==> config.mk <==
export PLATFORM = sky130hd
export DESIGN_NAME = prog_link_host
export DESIGN_NICKNAME = d
export VERILOG_FILES = /design/src/rtl/prog_link_pkg.sv /design/src/rtl/prog_link_pace.sv /design/src/rtl/prog_link_frame.sv /design/src/rtl/prog_link_host.sv
export SDC_FILE = /design/constraint.sdc
export NUM_CORES = 1
export LEC_CHECK = 0
export ABC_AREA = 1
export BUFFER_PORTS_ARGS = -buffer_cell sky130_fd_sc_hd__clkbuf_2
export CAP_MARGIN = 25
export CORE_MARGIN = 5
export CORE_UTILIZATION = 57
export CTS_BUF_LIST = sky130_fd_sc_hd__clkbuf_16
export DETAILED_ROUTE_END_ITERATION = 8
export PLACE_DENSITY = 0.79
export SYNTH_ARGS = -nofsm -noshare
export SYNTH_HDL_FRONTEND = slang
export SYNTH_HIERARCHICAL = 1
export SYNTH_SLANG_ARGS = --single-unit
==> constraint.sdc <==
create_clock -name clk -period 3.5 [get_ports clk]
set_input_delay 0.7 -clock clk [delete_from_list [all_inputs] [get_ports clk]]
set_output_delay 0.7 -clock clk [all_outputs]
set_load 0.01 [all_outputs]
==> src/rtl/prog_link_pkg.sv <==
package prog_link_pkg;

  localparam int INSN_W    = 24;
  localparam int RD_W      = 16;
  localparam int CODE_W    = 4;
  localparam int WAKE_X    = 5;
  localparam int IDLE_N    = 8;
  localparam int SEND_LEN  = CODE_W + INSN_W;
  localparam int FIRST_LEN = SEND_LEN + WAKE_X;
  localparam int READ_LEN  = CODE_W + IDLE_N + RD_W;
  localparam int MAX_LEN   = FIRST_LEN;
  localparam int IDX_W     = $clog2(MAX_LEN + 1);

  localparam logic [CODE_W-1:0] SEND_CODE = 4'h0;
  localparam logic [CODE_W-1:0] READ_CODE = 4'h1;

  typedef enum logic {K_SEND = 1'b0, K_READ = 1'b1} kind_e;

  typedef struct packed {
    kind_e             kind;
    logic              lead;
    logic [INSN_W-1:0] word;
  } frame_t;

  // number of link clocks in a frame
  function automatic logic [IDX_W-1:0] frame_len(frame_t f);
    if (f.kind == K_READ) return IDX_W'(READ_LEN);
    if (f.lead)           return IDX_W'(FIRST_LEN);
    return IDX_W'(SEND_LEN);
  endfunction

  // host-driven bit value for link clock number idx
  function automatic logic frame_bit(frame_t f, logic [IDX_W-1:0] idx);
    int i;
    int pre;
    logic [CODE_W-1:0] c;
    logic [INSN_W-1:0] w;
    i   = int'(idx);
    pre = f.lead ? WAKE_X : 0;
    c   = (f.kind == K_READ) ? READ_CODE : SEND_CODE;
    w   = f.word;
    if (i < pre) return 1'b0;
    if (i < pre + CODE_W) begin
      c = c >> (i - pre);
      return c[0];
    end
    if (f.kind == K_READ) return 1'b0;
    w = w >> (i - pre - CODE_W);
    return w[0];
  endfunction

  // true when the target owns the data line during link clock idx
  function automatic logic frame_listens(frame_t f, logic [IDX_W-1:0] idx);
    return (f.kind == K_READ) && (int'(idx) >= CODE_W + IDLE_N);
  endfunction

endpackage

==> src/rtl/prog_link_pace.sv <==
module prog_link_pace #(
  parameter int HALF_W = 8
) (
  input  logic              clk,
  input  logic              rst_n,
  input  logic              run,
  input  logic [HALF_W-1:0] half,
  output logic              tick
);

  logic [HALF_W-1:0] cnt;
  logic [HALF_W-1:0] lim;

  assign lim  = (half == '0) ? '0 : half - 1'b1;
  assign tick = run && (cnt == lim);

  always_ff @(posedge clk) begin
    if (!rst_n)               cnt <= '0;
    else if (!run || tick)    cnt <= '0;
    else                      cnt <= cnt + 1'b1;
  end

endmodule

==> src/rtl/prog_link_frame.sv <==
module prog_link_frame
  import prog_link_pkg::*;
#(
  parameter int HALF_W = 8
) (
  input  logic              clk,
  input  logic              rst_n,
  input  logic              accept,
  input  frame_t            req,
  input  logic [HALF_W-1:0] half_in,
  input  logic              tick,
  input  logic              link_din,
  output logic              busy,
  output logic [HALF_W-1:0] half_q,
  output logic              link_clk,
  output logic              link_dout,
  output logic              link_doe,
  output logic [RD_W-1:0]   rd_data,
  output logic              rd_valid,
  output logic              sample_ev,
  output logic              done_ev
);

  frame_t           cur;
  frame_t           nxt;
  logic             lead_pend;
  logic [IDX_W-1:0] idx;
  logic [IDX_W-1:0] idx_n;
  logic [IDX_W-1:0] last;
  logic [RD_W-1:0]  shreg;

  always_comb begin
    nxt      = req;
    nxt.lead = lead_pend && (req.kind == K_SEND);
  end

  assign idx_n     = idx + 1'b1;
  assign last      = frame_len(cur) - 1'b1;
  assign sample_ev = busy && tick && !link_clk && frame_listens(cur, idx);
  assign done_ev   = busy && tick && link_clk && (idx == last);

  always_ff @(posedge clk) begin
    if (!rst_n) begin
      busy      <= 1'b0;
      half_q    <= '0;
      cur       <= '0;
      lead_pend <= 1'b1;
      idx       <= '0;
      shreg     <= '0;
      link_clk  <= 1'b0;
      link_dout <= 1'b0;
      link_doe  <= 1'b1;
      rd_data   <= '0;
      rd_valid  <= 1'b0;
    end else begin
      rd_valid <= 1'b0;
      if (accept) begin
        busy      <= 1'b1;
        half_q    <= half_in;
        cur       <= nxt;
        if (nxt.lead) lead_pend <= 1'b0;
        idx       <= '0;
        link_clk  <= 1'b0;
        link_dout <= frame_bit(nxt, '0);
        link_doe  <= !frame_listens(nxt, '0);
      end else if (busy && tick) begin
        if (!link_clk) begin
          link_clk <= 1'b1;
          if (sample_ev) shreg <= {link_din, shreg[RD_W-1:1]};
        end else begin
          link_clk <= 1'b0;
          if (done_ev) begin
            busy      <= 1'b0;
            link_dout <= 1'b0;
            link_doe  <= 1'b1;
            if (cur.kind == K_READ) begin
              rd_data  <= shreg;
              rd_valid <= 1'b1;
            end
          end else begin
            idx       <= idx_n;
            link_dout <= frame_bit(cur, idx_n);
            link_doe  <= !frame_listens(cur, idx_n);
          end
        end
      end
    end
  end

endmodule

==> src/rtl/prog_link_host.sv <==
module prog_link_host
  import prog_link_pkg::*;
#(
  parameter int HALF_W = 8
) (
  input  logic              clk,
  input  logic              rst_n,
  input  logic [HALF_W-1:0] half_period,
  input  logic              cmd_valid,
  output logic              cmd_ready,
  input  logic              cmd_read,
  input  logic [INSN_W-1:0] cmd_word,
  output logic [RD_W-1:0]   rd_data,
  output logic              rd_valid,
  output logic              link_clk,
  output logic              link_dout,
  output logic              link_doe,
  input  logic              link_din
);

  logic              busy;
  logic              accept;
  logic              tick;
  logic              sample_ev;
  logic              done_ev;
  logic [HALF_W-1:0] half_q;
  frame_t            req;

  assign cmd_ready = !busy;
  assign accept    = cmd_valid && !busy;

  always_comb begin
    req.kind = cmd_read ? K_READ : K_SEND;
    req.lead = 1'b0;
    req.word = cmd_word;
  end

  prog_link_pace #(.HALF_W(HALF_W)) u_pace (
    .clk   (clk),
    .rst_n (rst_n),
    .run   (busy),
    .half  (half_q),
    .tick  (tick)
  );

  prog_link_frame #(.HALF_W(HALF_W)) u_frame (
    .clk       (clk),
    .rst_n     (rst_n),
    .accept    (accept),
    .req       (req),
    .half_in   (half_period),
    .tick      (tick),
    .link_din  (link_din),
    .busy      (busy),
    .half_q    (half_q),
    .link_clk  (link_clk),
    .link_dout (link_dout),
    .link_doe  (link_doe),
    .rd_data   (rd_data),
    .rd_valid  (rd_valid),
    .sample_ev (sample_ev),
    .done_ev   (done_ev)
  );

endmodule

==> metrics.csv, run 1 <==
stage,metric,value,unit
worst_setup_path,cp-startpoint,u_frame/half_q[0],
detailed_routing,num_vias,3854,
final_layout,area_growth,16.1,%
detailed_routing,routed_wl,9440,µm
job,maxCapViolations,0,
worst_setup_path,reg2reg_setup_slack,0.57,ns
floorplanning,die_w,95.3,µm
cts,htreeDepth,3,
cts,path_clk_slew,0.07,ns
cts,clk_path_buf_depth,2,
floorplanning,start_util,0.578,
place,hpwl,6700,µm
worst_setup_path,critPathBufInv,3,
power,power_density,494,mW/mm²
global_route,antenna_found_initial,0,
floorplanning,num_rows,31,
worst_setup_path,worstSetupPathType,register to register,
hold_path,worstHoldPathType,register to register,
sta,tightest_slew,0.918,ns
sta,relSlewSlack,0.387,
worst_setup_path,cp_cell_sequence,inv_1 -> ha_1 -> nand2_2 -> nor2_4 -> nand2_2 -> nand3_1 -> nand2_1 -> nand2_1 -> nand3_2 -> nor3b_1 -> nand2_1 -> nor2_1 -> inv_1 -> nor2_2 -> nand2_2 -> clkinvlp_4 -> nor2_1 -> nor2_1,
worst_setup_path,worst-path-stages,18,
logic_synthesis,synth_nets,624,
cts,post_cts_buffers,0,
worst_setup_path,end_kind,register,
detailed_routing,firstDrtPassIters,5,
power,p_leak,2.13,nW
hold_path,hold_start,u_frame/cur[7],
worst_setup_path,worstSetupStartpointType,register,
logic_synthesis,syn_area,0.00415,mm²
detailed_routing,wl_per_cell,12.9,µm
worst_setup_path,arrival,3.19,ns
global_route,grt_max_degree,33,
worst_setup_path,slowest_delay,0.31,ns
worst_setup_path,crit_slowest_cell,dfxtp_1,
detailed_routing,drc_errors,0,
place,portBuffers,57,
global_route,grt-ovfl-total,0,
sta,skew,0.00951,ns
final_layout,drive_above_1_share,0.157,
final_layout,n_antenna_cell,0,
sta,fin_crit,2.93,ns
sta,fin_tns_setup,0,ns
floorplanning,pin_count,58,
detailed_routing,vias_per_cell,5.27,
floorplanning,dieArea,0.00908,mm²
worst_setup_path,path_max_fanout,18,
sta,clock.fmax,342,MHz
worst_setup_path,r2r_cells,18,
sta,setup_viol,0,
power,ir_drop,329,µV
cts,cts.sinks,86,
global_route,grt_first_pass_wirelength,15700,µm
detailed_routing,drtIter0Drc,289,
global_route,grtUsageTotal,0.217,
place,place_congestion,0.894,
cts,clock_latency,0.34,ns
sta,rsz0062_at_grt,false,
worst_setup_path,crit_family,simple AND/OR/NAND/NOR gates,
final_layout,n_fill_cell,612,
logic_synthesis,syn_inst,576,
logic_synthesis,yosys_warnings,6,
global_route,grt_pass1_vias,3585,
floorplanning,core_area,0.00718,mm²
sta,maxSlewViolCount,0,
logic_synthesis,avgSynthCellArea,7.20,µm²
cts,cts_root_buffer,clkbuf_16,
worst_setup_path,critical_path_required,3.77,ns
final_layout,fin_nets,675,
cts,holdBufCountCts,0,
sta,fin_crit_sh,0.836,
floorplanning,fp.dieH,95.3,µm
detailed_routing,ant_nets,0,
status,status,finished clean,
cts,numCtsBuffers,9,
worst_setup_path,r2r_start,u_frame/half_q[0],
power,power.total,2.38,mW
hold_path,holdPathStages,2,
sta,final-hold-violation-count,0,
cts,cts_tree,built,
==> final timing paths <==
kind,endpoint
setup reg to reg,u_frame/rd_data[4]
hold reg to reg,u_frame/cur[7]
setup / recovery,u_frame/rd_data[4]
hold / removal,u_frame/cur[7]
==> placed cells by master (no fill, tap or decap), types with 3 or more instances in the layout <==
| master | instances |
|---|---|
| xor2_1 | 7 |
| inv_1 | 62 |
| nand3_1 | 53 |
| nand2_1 | 126 |
| dfxtp_1 | 86 |
| inv_2 | 3 |
| clkbuf_2 | 57 |
| a21oi_1 | 33 |
| nor2_1 | 66 |
| o211ai_1 | 6 |
| clkbuf_16 | 9 |
| nand4_1 | 6 |
| nor2_2 | 3 |
| buf_4 | 4 |
| a22o_1 | 14 |
| nand2_2 | 7 |
| ha_1 | 11 |
| o21ai_0 | 47 |
| nor3_1 | 4 |
==> per-layer routing <==
metal / up-vias / global-route usage / wire length [µm]
li1: 1979 / - / -
met1: 1761 / 0.284 / 4260
met2: 100 / 0.347 / 4510
met3: 14 / 0.0505 / 526
met4: 0 / 0.0793 / 147
met5: - / 0 / 0
==> layout make-up <==
cell class / count / area, µm² / share of cell area
repair buffers: 61 / 315 / 0.0655
clock buffers: 9 / 225 / 0.0468
well taps: 99 / 124 / 0.0257
flip-flops and latches: 86 / 1720 / 0.357
multi-input cells: 402 / 2060 / 0.428
clock inverters: 7 / 115 / 0.0239
inverters: 67 / 255 / 0.0530
==> worst min-delay path, stage by stage (launching register included) <==
cell and delay (ns):
dfxtp_1 0.32, nand2_1 0.05, nand2_1 0.04
==> sequential cells by signal (all words and copies together) (netlist names), 6 cells and up <==
name and count:
u_frame/cur 26, u_frame/rd_data 16, u_frame/shreg 16, u_frame/half_q 8, u_pace/cnt 8, u_frame/idx 6
==> repair_timing <==
item	in CTS	in global routing
resized for setup	0	1
endpoints found under the hold margin	0	0
endpoints found under the setup margin	0	2
==> report_power, final <==
part,switching [mW],internal [mW]
combinational,0.178,0.104
clock,0.419,0.644
sequential,0.0217,1.01
total,0.618,1.76
==> per-stage QoR <==
| step | utilization | setup WS, ns | hold slack [ns] | area (µm²) | instances |
|---|---|---|---|---|---|
| after global routing | 0.671 | 0.161 | 0.472 | 4820 | 731 |
| after CTS | 0.671 | 0.485 | 0.447 | 4810 | 731 |
| final | 0.671 | 0.574 | 0.444 | 4820 | 731 |
| after floorplan | - | 0.920 | 0.414 | 4150 | 576 |
| after global placement | 0.623 | 0.658 | 0.426 | 4470 | 715 |
| after detailed placement | 0.623 | 0.504 | 0.431 | 4470 | 715 |
Power figures use the tool's default switching activity.
==> run 2, diff against run 1 <==
--- a/config.mk
+++ b/config.mk
@@ -5,14 +5,14 @@
 export SDC_FILE = /design/constraint.sdc
 export NUM_CORES = 1
 export LEC_CHECK = 0
-export ABC_AREA = 1
+export ABC_AREA = 0
 export BUFFER_PORTS_ARGS = -buffer_cell sky130_fd_sc_hd__clkbuf_2
 export CAP_MARGIN = 25
 export CORE_MARGIN = 5
-export CORE_UTILIZATION = 57
+export CORE_UTILIZATION = 52
 export CTS_BUF_LIST = sky130_fd_sc_hd__clkbuf_16
 export DETAILED_ROUTE_END_ITERATION = 8
-export PLACE_DENSITY = 0.79
+export PLACE_DENSITY = 0.76
 export SYNTH_ARGS = -nofsm -noshare
 export SYNTH_HDL_FRONTEND = slang
 export SYNTH_HIERARCHICAL = 1
==> constraint.sdc (replaced) <==
create_clock -name clk -period 2.6 [get_ports clk]
set_input_delay 0.52 -clock clk [delete_from_list [all_inputs] [get_ports clk]]
set_output_delay 0.52 -clock clk [all_outputs]
set_load 0.01 [all_outputs]
==> run 2 against run 1 <==
Compared with the run above: the flow now finishes with violations (negative setup slack); global-route usage down 2.8 points; total power is 30% higher; sequential power grew 35%; cell area increased by 19%; setup slack worse by 0.82 ns; synthesized area increased by 9.9%; largest power group is now registers; critical path depth fell by 4; clock skew about the same; die area increased by 18%; sequential share of layout area decreased by 5.5 points.
==> metrics.csv, run 2 <==
stage,metric,value,unit,change
status,failed_checks,negative setup slack,,
global_route,grt_max_degree,72,,+120%
detailed_routing,wl_per_cell,15.3,µm,+18%
place,place_congestion,0.851,,-4.8%
cts,path_clk_slew,0.07,ns,about the same
floorplanning,core_area,0.00864,mm²,+20%
detailed_routing,vias_per_cell,5.41,,+2.7%
global_route,grt_pass1_vias,3719,,+3.7%
detailed_routing,drc_errors,0,,unchanged
worst_setup_path,r2r_start,u_frame/half_q[1],,
power,power_density,541,mW/mm²,+9.6%
final_layout,final_common_cell,dfxtp_1,,
worst_setup_path,reg2reg_setup_slack,-0.25,ns,-0.82 ns
cts,cts_root_buffer,clkbuf_16,,
hold_path,worstHoldPathType,input pin to register,,
power,p_leak,2.32,nW,+8.9%
worst_setup_path,path_max_fanout,8,,-10
final_layout,mostFrequentLayoutCells,"dfxtp_1, nor2b_1, mux2i_1",,
detailed_routing,ant_nets,0,,unchanged
logic_synthesis,avgSynthCellArea,9.95,µm²,+38%
global_route,antenna_found_initial,0,,unchanged
detailed_routing,num_vias,3589,,-6.9%
sta,setup_viol,38,,+38
final_layout,n_antenna_cell,0,,unchanged
logic_synthesis,synth_nets,506,,-19%
sta,fin_tns_setup,-6.70,ns,-6.70 ns
place,hpwl,7170,µm,+7.0%
worst_setup_path,critPathBufInv,3,,unchanged
sta,skew,0.00980,ns,+0.000294 ns
cts,clk_path_buf_depth,2,,unchanged
floorplanning,fp.dieH,104,µm,+8.7%
floorplanning,pin_count,58,,unchanged
final_layout,top_register,u_frame/cur,,
cts,clock_latency,0.33,ns,about the same
worst_setup_path,crit_slowest_cell,dfxtp_4,,
final_layout,largest_register_ff_count,26,,unchanged
global_route,grt_first_pass_wirelength,17300,µm,+10%
power,power.total,3.10,mW,+30%
worst_setup_path,worstSetupStartpointType,register,,
sta,fin_crit,2.85,ns,-0.0762 ns
worst_setup_path,slowest_delay,0.36,ns,+0.05 ns
cts,cts.sinks,86,,unchanged
status,status,"finished, violations left",,
floorplanning,dieArea,0.0107,mm²,+18%
sta,clock.fmax,351,MHz,+2.7%
final_layout,area_growth,25.7,%,
sta,tightest_slew,0.633,ns,-0.284 ns
logic_synthesis,syn_area,0.00456,mm²,+9.9%
sta,final-hold-violation-count,0,,unchanged
final_layout,fin_nets,599,,-11%
worst_setup_path,reg2reg_to,u_frame/shreg[5],,
worst_setup_path,r2r_cells,14,,-4
sta,worst_slack,-0.250,ns,-0.824 ns
power,ir_drop,513,µV,+56%
floorplanning,num_rows,34,,+9.7%
cts,holdBufCountCts,0,,unchanged
worst_setup_path,cp-endpoint,u_frame/shreg[5],,
place,portBuffers,57,,unchanged
detailed_routing,routed_wl,10100,µm,+7.4%
floorplanning,die_w,104,µm,+8.7%
global_route,grt-ovfl-total,0,,unchanged
worst_setup_path,cp-startpoint,u_frame/half_q[1],,
detailed_routing,firstDrtPassIters,4,,-1
cts,cts_tree,built,,
detailed_routing,drtIter0Drc,150,,-48%
worst_setup_path,worst-path-stages,14,,-4
global_route,grtUsageTotal,0.189,,-0.0277
logic_synthesis,yosys_warnings,6,,unchanged
floorplanning,start_util,0.528,,-0.0502
sta,maxSlewViolCount,0,,unchanged
logic_synthesis,syn_inst,458,,-20%
cts,htreeDepth,3,,unchanged
sta,relSlewSlack,0.567,,+0.179
final_layout,reg_top3,"u_frame/cur x26, u_frame/rd_data x16, u_frame/shreg x16",,
worst_setup_path,end_kind,register,,
sta,rsz0062_at_grt,true,,
worst_setup_path,worstSetupPathType,register to register,,
place,post-place-ws,-0.264,ns,-0.768 ns
worst_setup_path,arrival,3.07,ns,-0.12 ns
job,maxCapViolations,0,,unchanged
final_layout,drive_above_1_share,0.310,,+0.153
sta,fin_crit_sh,1.10,,+0.260
worst_setup_path,cp_cell_sequence,buf_4 -> nor3_2 -> buf_4 -> a22oi_1 -> nand3b_1 -> a211oi_2 -> o221a_2 -> and2_4 -> nand2_4 -> a2111oi_4 -> and2_4 -> buf_12 -> mux2i_2 -> nor2b_1,,
place,placed_cells,644,,-9.9%
cts,numCtsBuffers,9,,unchanged
final_layout,final_cell_count_no_fill,663,,-9.3%
worst_setup_path,crit_family,simple AND/OR/NAND/NOR gates,,
worst_setup_path,critical_path_required,2.82,ns,-0.95 ns
run 2: area by class of cell:
cell class | instances | area, µm²
clock buffer | 9 | 225
clock inverter | 6 | 70.1
fill | 670 | 2910
inverter | 11 | 41.3
multi-input combinational | 336 | 2800
sequential | 86 | 1730
tap | 108 | 135
timing repair buffer | 107 | 729
run 2: report_power, final:
group	switching (mW)	internal [mW]	leakage (nW)
registers	0.0366	1.36	0.701
logic	0.203	0.233	1.49
clock network	0.527	0.745	0.135
run 2: timing repair:
item,4_1_cts,5_1_grt
cloned,1,0
resized for setup,18,8
setup endpoints to repair,41,42
pin swaps,5,4
setup buffers,3,0
run 2: layer usage:
layer  global-route usage  part of all wire  vias to the layer above
met5                    0                 0                        -
met4               0.0572             0.015                        0
met3               0.0442             0.061                       14
met2                0.303              0.47                      105
met1                0.252              0.46                     1691
li1                     -                 -                     1779
run 2: stage by stage:
stage | util | instance area, µm² | hold slack, ns
2_1_floorplan | - | 4620 | 0.440
5_1_grt | 0.664 | 5730 | 0.458
3_3_place_gp | 0.609 | 5260 | 0.451
3_5_place_dp | 0.609 | 5260 | 0.471
6_report | 0.664 | 5730 | 0.446
4_1_cts | 0.660 | 5700 | 0.436
run 2: worst reg2reg max path, cell delays in order, from the launching register on:
cell and delay, ns:
dfxtp_4 0.36, buf_4 0.14, nor3_2 0.21, buf_4 0.18, a22oi_1 0.08, nand3b_1 0.21, a211oi_2 0.23, o221a_2 0.22
and2_4 0.16, nand2_4 0.06, a2111oi_4 0.21, and2_4 0.25, buf_12 0.14, mux2i_2 0.22, nor2b_1 0.07
run 2: worst min path at each step:
stage	startpoint	to	slack [ns]	cells past startpoint
CTS	cmd_word[18]	u_frame/cur[18]	0.44	3
finish	cmd_word[18]	u_frame/cur[18]	0.45	3
global route	half_period[4]	u_frame/half_q[4]	0.46	3
detailed placement	u_frame/lead_pend	u_frame/lead_pend	0.47	2
floorplan	u_frame/lead_pend	u_frame/lead_pend	0.44	2
global placement	u_frame/lead_pend	u_frame/lead_pend	0.45	2
==> run 3, diff against run 2 <==
--- a/config.mk
+++ b/config.mk
@@ -12,7 +12,7 @@
 export CORE_UTILIZATION = 52
 export CTS_BUF_LIST = sky130_fd_sc_hd__clkbuf_16
 export DETAILED_ROUTE_END_ITERATION = 8
-export PLACE_DENSITY = 0.76
+export PLACE_DENSITY = 0.85
 export SYNTH_ARGS = -nofsm -noshare
 export SYNTH_HDL_FRONTEND = slang
 export SYNTH_HIERARCHICAL = 1
==> run 3 against run 2 <==
Compared with the run above: the run still ends with negative setup slack left; count of clock-buffer cells in the layout grew 1; fmax down 3.1%; sequential share of layout area down 0.42 points; setup slack got worse by 0.092 ns; sequential cell count stayed put; utilization grew 0.99 points; clock skew about the same; critical path depth unchanged; register-to-register slack got worse by 0.09 ns; clock power rose by 5%; via count rose by 4.2%; critical path type unchanged; critical endpoint is now u_frame/shreg[12]; highest routed layer unchanged.
==> metrics.csv, run 3 (synthesis gave the netlist of run 2 again) <==
stage,metric,value,unit,change
sta,rsz0062_at_grt,true,,
final_layout,final_common_cell,dfxtp_1,,
place,place_congestion,0.900,,+5.7%
global_route,grt_first_pass_wirelength,17600,µm,+1.8%
cts,htreeDepth,3,,unchanged
cts,numCtsBuffers,9,,unchanged
floorplanning,fp.dieH,104,µm,unchanged
sta,maxSlewViolCount,0,,unchanged
global_route,top_usage_layer,met2,,
detailed_routing,routed_wl,11000,µm,+8.4%
sta,worst_slack,-0.342,ns,-0.0922 ns
detailed_routing,firstDrtPassIters,5,,+1
worst_setup_path,slowest_delay,0.36,ns,about the same
cts,clk_path_buf_depth,2,,unchanged
status,status,"finished, violations left",,
worst_setup_path,crit_slowest_cell,dfxtp_4,,
worst_setup_path,reg2reg_setup_slack,-0.34,ns,-0.09 ns
final_layout,largest_register_ff_count,26,,unchanged
final_layout,mostFrequentLayoutCells,"dfxtp_1, nor2b_1, mux2i_1",,
sta,final-hold-violation-count,0,,unchanged
final_layout,top_register,u_frame/cur,,
job,maxCapViolations,0,,unchanged
worst_setup_path,worstSetupPathType,register to register,,
place,portBuffers,57,,unchanged
global_route,use_met3,0.0479,,+0.00373
cts,cts_tree,built,,
detailed_routing,drtIter0Drc,174,,+16%
global_route,antenna_found_initial,0,,unchanged
floorplanning,start_util,0.528,,unchanged
place,hpwl,7300,µm,+1.9%
detailed_routing,num_vias,3741,,+4.2%
cts,cts_root_buffer,clkbuf_16,,
global_route,grt.met2_usage,0.335,,+0.0319
final_layout,n_antenna_cell,0,,unchanged
detailed_routing,drc_errors,0,,unchanged
hold_path,worstHoldPathType,input pin to register,,
detailed_routing,ant_nets,0,,unchanged
final_layout,final_cell_count_no_fill,668,,+0.75%
sta,tightest_slew,0.602,ns,-0.0312 ns
worst_setup_path,cp_cell_sequence,buf_12 -> buf_12 -> or2_1 -> a2111oi_4 -> a211oi_1 -> a211oi_2 -> o221a_2 -> and2_4 -> nand2_4 -> a2111oi_4 -> and2_4 -> buf_12 -> mux2i_2 -> nor2b_1,,
worst_setup_path,cpMostUsedCell,buf_12,,
worst_setup_path,end_kind,register,,
floorplanning,pin_count,58,,unchanged
worst_setup_path,arrival,3.17,ns,+0.10 ns
global_route,grtUsageTotal,0.195,,+0.00619
sta,clock.fmax,340,MHz,-3.1%
floorplanning,dieArea,0.0107,mm²,unchanged
power,power.total,3.17,mW,+2.3%
global_route,grt_pass1_vias,3728,,+0.24%
power,power_density,545,mW/mm²,+0.79%
final_layout,drive_above_1_share,0.318,,+0.00795
worst_setup_path,critical_path_required,2.82,ns,about the same
floorplanning,die_w,104,µm,unchanged
power,p_leak,2.37,nW,+2.2%
floorplanning,core_area,0.00864,mm²,unchanged
global_route,grt-ovfl-total,0,,unchanged
worst_setup_path,worstSetupStartpointType,register,,
sta,fin_crit_sh,1.13,,+0.0354
place,placed_cells,644,,unchanged
sta,hold_slack,0.442,ns,-0.00410 ns
detailed_routing,wl_per_cell,16.4,µm,+7.6%
global_route,grt_use_met1,0.242,,-0.0103
hold_path,holdPathStages,3,,unchanged
power,ir_drop,343,µV,-33%
final_layout,reg_top3,"u_frame/cur x26, u_frame/rd_data x16, u_frame/shreg x16",,
cts,clock_latency,0.34,ns,about the same
sta,setup_viol,41,,+7.9%
cts,cts.sinks,86,,unchanged
final_layout,fin_nets,603,,+0.67%
sta,fin_crit,2.94,ns,+0.0922 ns
floorplanning,num_rows,34,,unchanged
final_layout,area_growth,27.6,%,
global_route,grt_max_degree,72,,unchanged
worst_setup_path,r2r_cells,14,,unchanged
status,failed_checks,negative setup slack,,
sta,relSlewSlack,0.598,,+0.0317
cts,path_clk_slew,0.06,ns,about the same
detailed_routing,vias_per_cell,5.60,,+3.5%
worst_setup_path,path_max_fanout,8,,unchanged
sta,skew,0.00934,ns,-0.000460 ns
-- run 3: per-layer routing --
metal  up-vias  share of wire
li1       1788              -
met1      1808           0.42
met2       124           0.50
met3        21          0.056
met4         0          0.018
met5         -              0
-- run 3: worst paths after layout --
path,start,end
min,cmd_word[1],u_frame/cur[1]
max reg2reg,u_frame/half_q[2],u_frame/shreg[12]
max,u_frame/half_q[2],u_frame/shreg[12]
min reg2reg,u_frame/lead_pend,u_frame/lead_pend
-- run 3: what timing repair did --
action / 4_1_cts / 5_1_grt
endpoints found under the setup margin: 41 / 42
buffers inserted: 3 / 4
cloned: 1 / 0
gates resized for setup: 12 / 22
hold buffers: 0 / 0
pin swaps: 4 / 15
-- run 3: final cells by class --
cell class / instances / area [µm²]
Clock inverter: 6 / 60.1
Fill cell: 647 / 2820
Inverter: 11 / 41.3
Tap cell: 108 / 135
Clock buffer: 10 / 250
Timing Repair Buffer: 111 / 788
Multi-Input combinational cell: 336 / 2810
Sequential cell: 86 / 1730
-- run 3: per-stage QoR --
stage | cell area (µm²) | utilization | setup slack [ns] | setup TNS (ns)
2_1_floorplan | 4620 | - | -0.287 | -7.74
3_3_place_gp | 5270 | 0.611 | -0.197 | -5.85
3_5_place_dp | 5270 | 0.611 | -0.327 | -7.44
4_1_cts | 5680 | 0.657 | -0.273 | -7.73
5_1_grt | 5820 | 0.673 | -0.458 | -16.03
6_report | 5820 | 0.673 | -0.342 | -10.82
-- run 3: critical path, delay by kind of cell (launching register included) --
kind                   cells  cell delay, ns
multiplexers               1            0.23
AND/OR/NAND/NOR            5            0.83
buffers and inverters      3            0.40
AO/OA/AOI/OAI              5            1.01
flip-flops                 1            0.36
-- run 3: power by group --
| group | total (mW) | internal (mW) | switching (mW) |
|---|---|---|---|
| Combinational | 0.453 | 0.238 | 0.214 |
| Sequential | 1.39 | 1.36 | 0.0356 |
| Clock | 1.33 | 0.799 | 0.527 |
| Total | 3.17 | 2.39 | 0.777 |
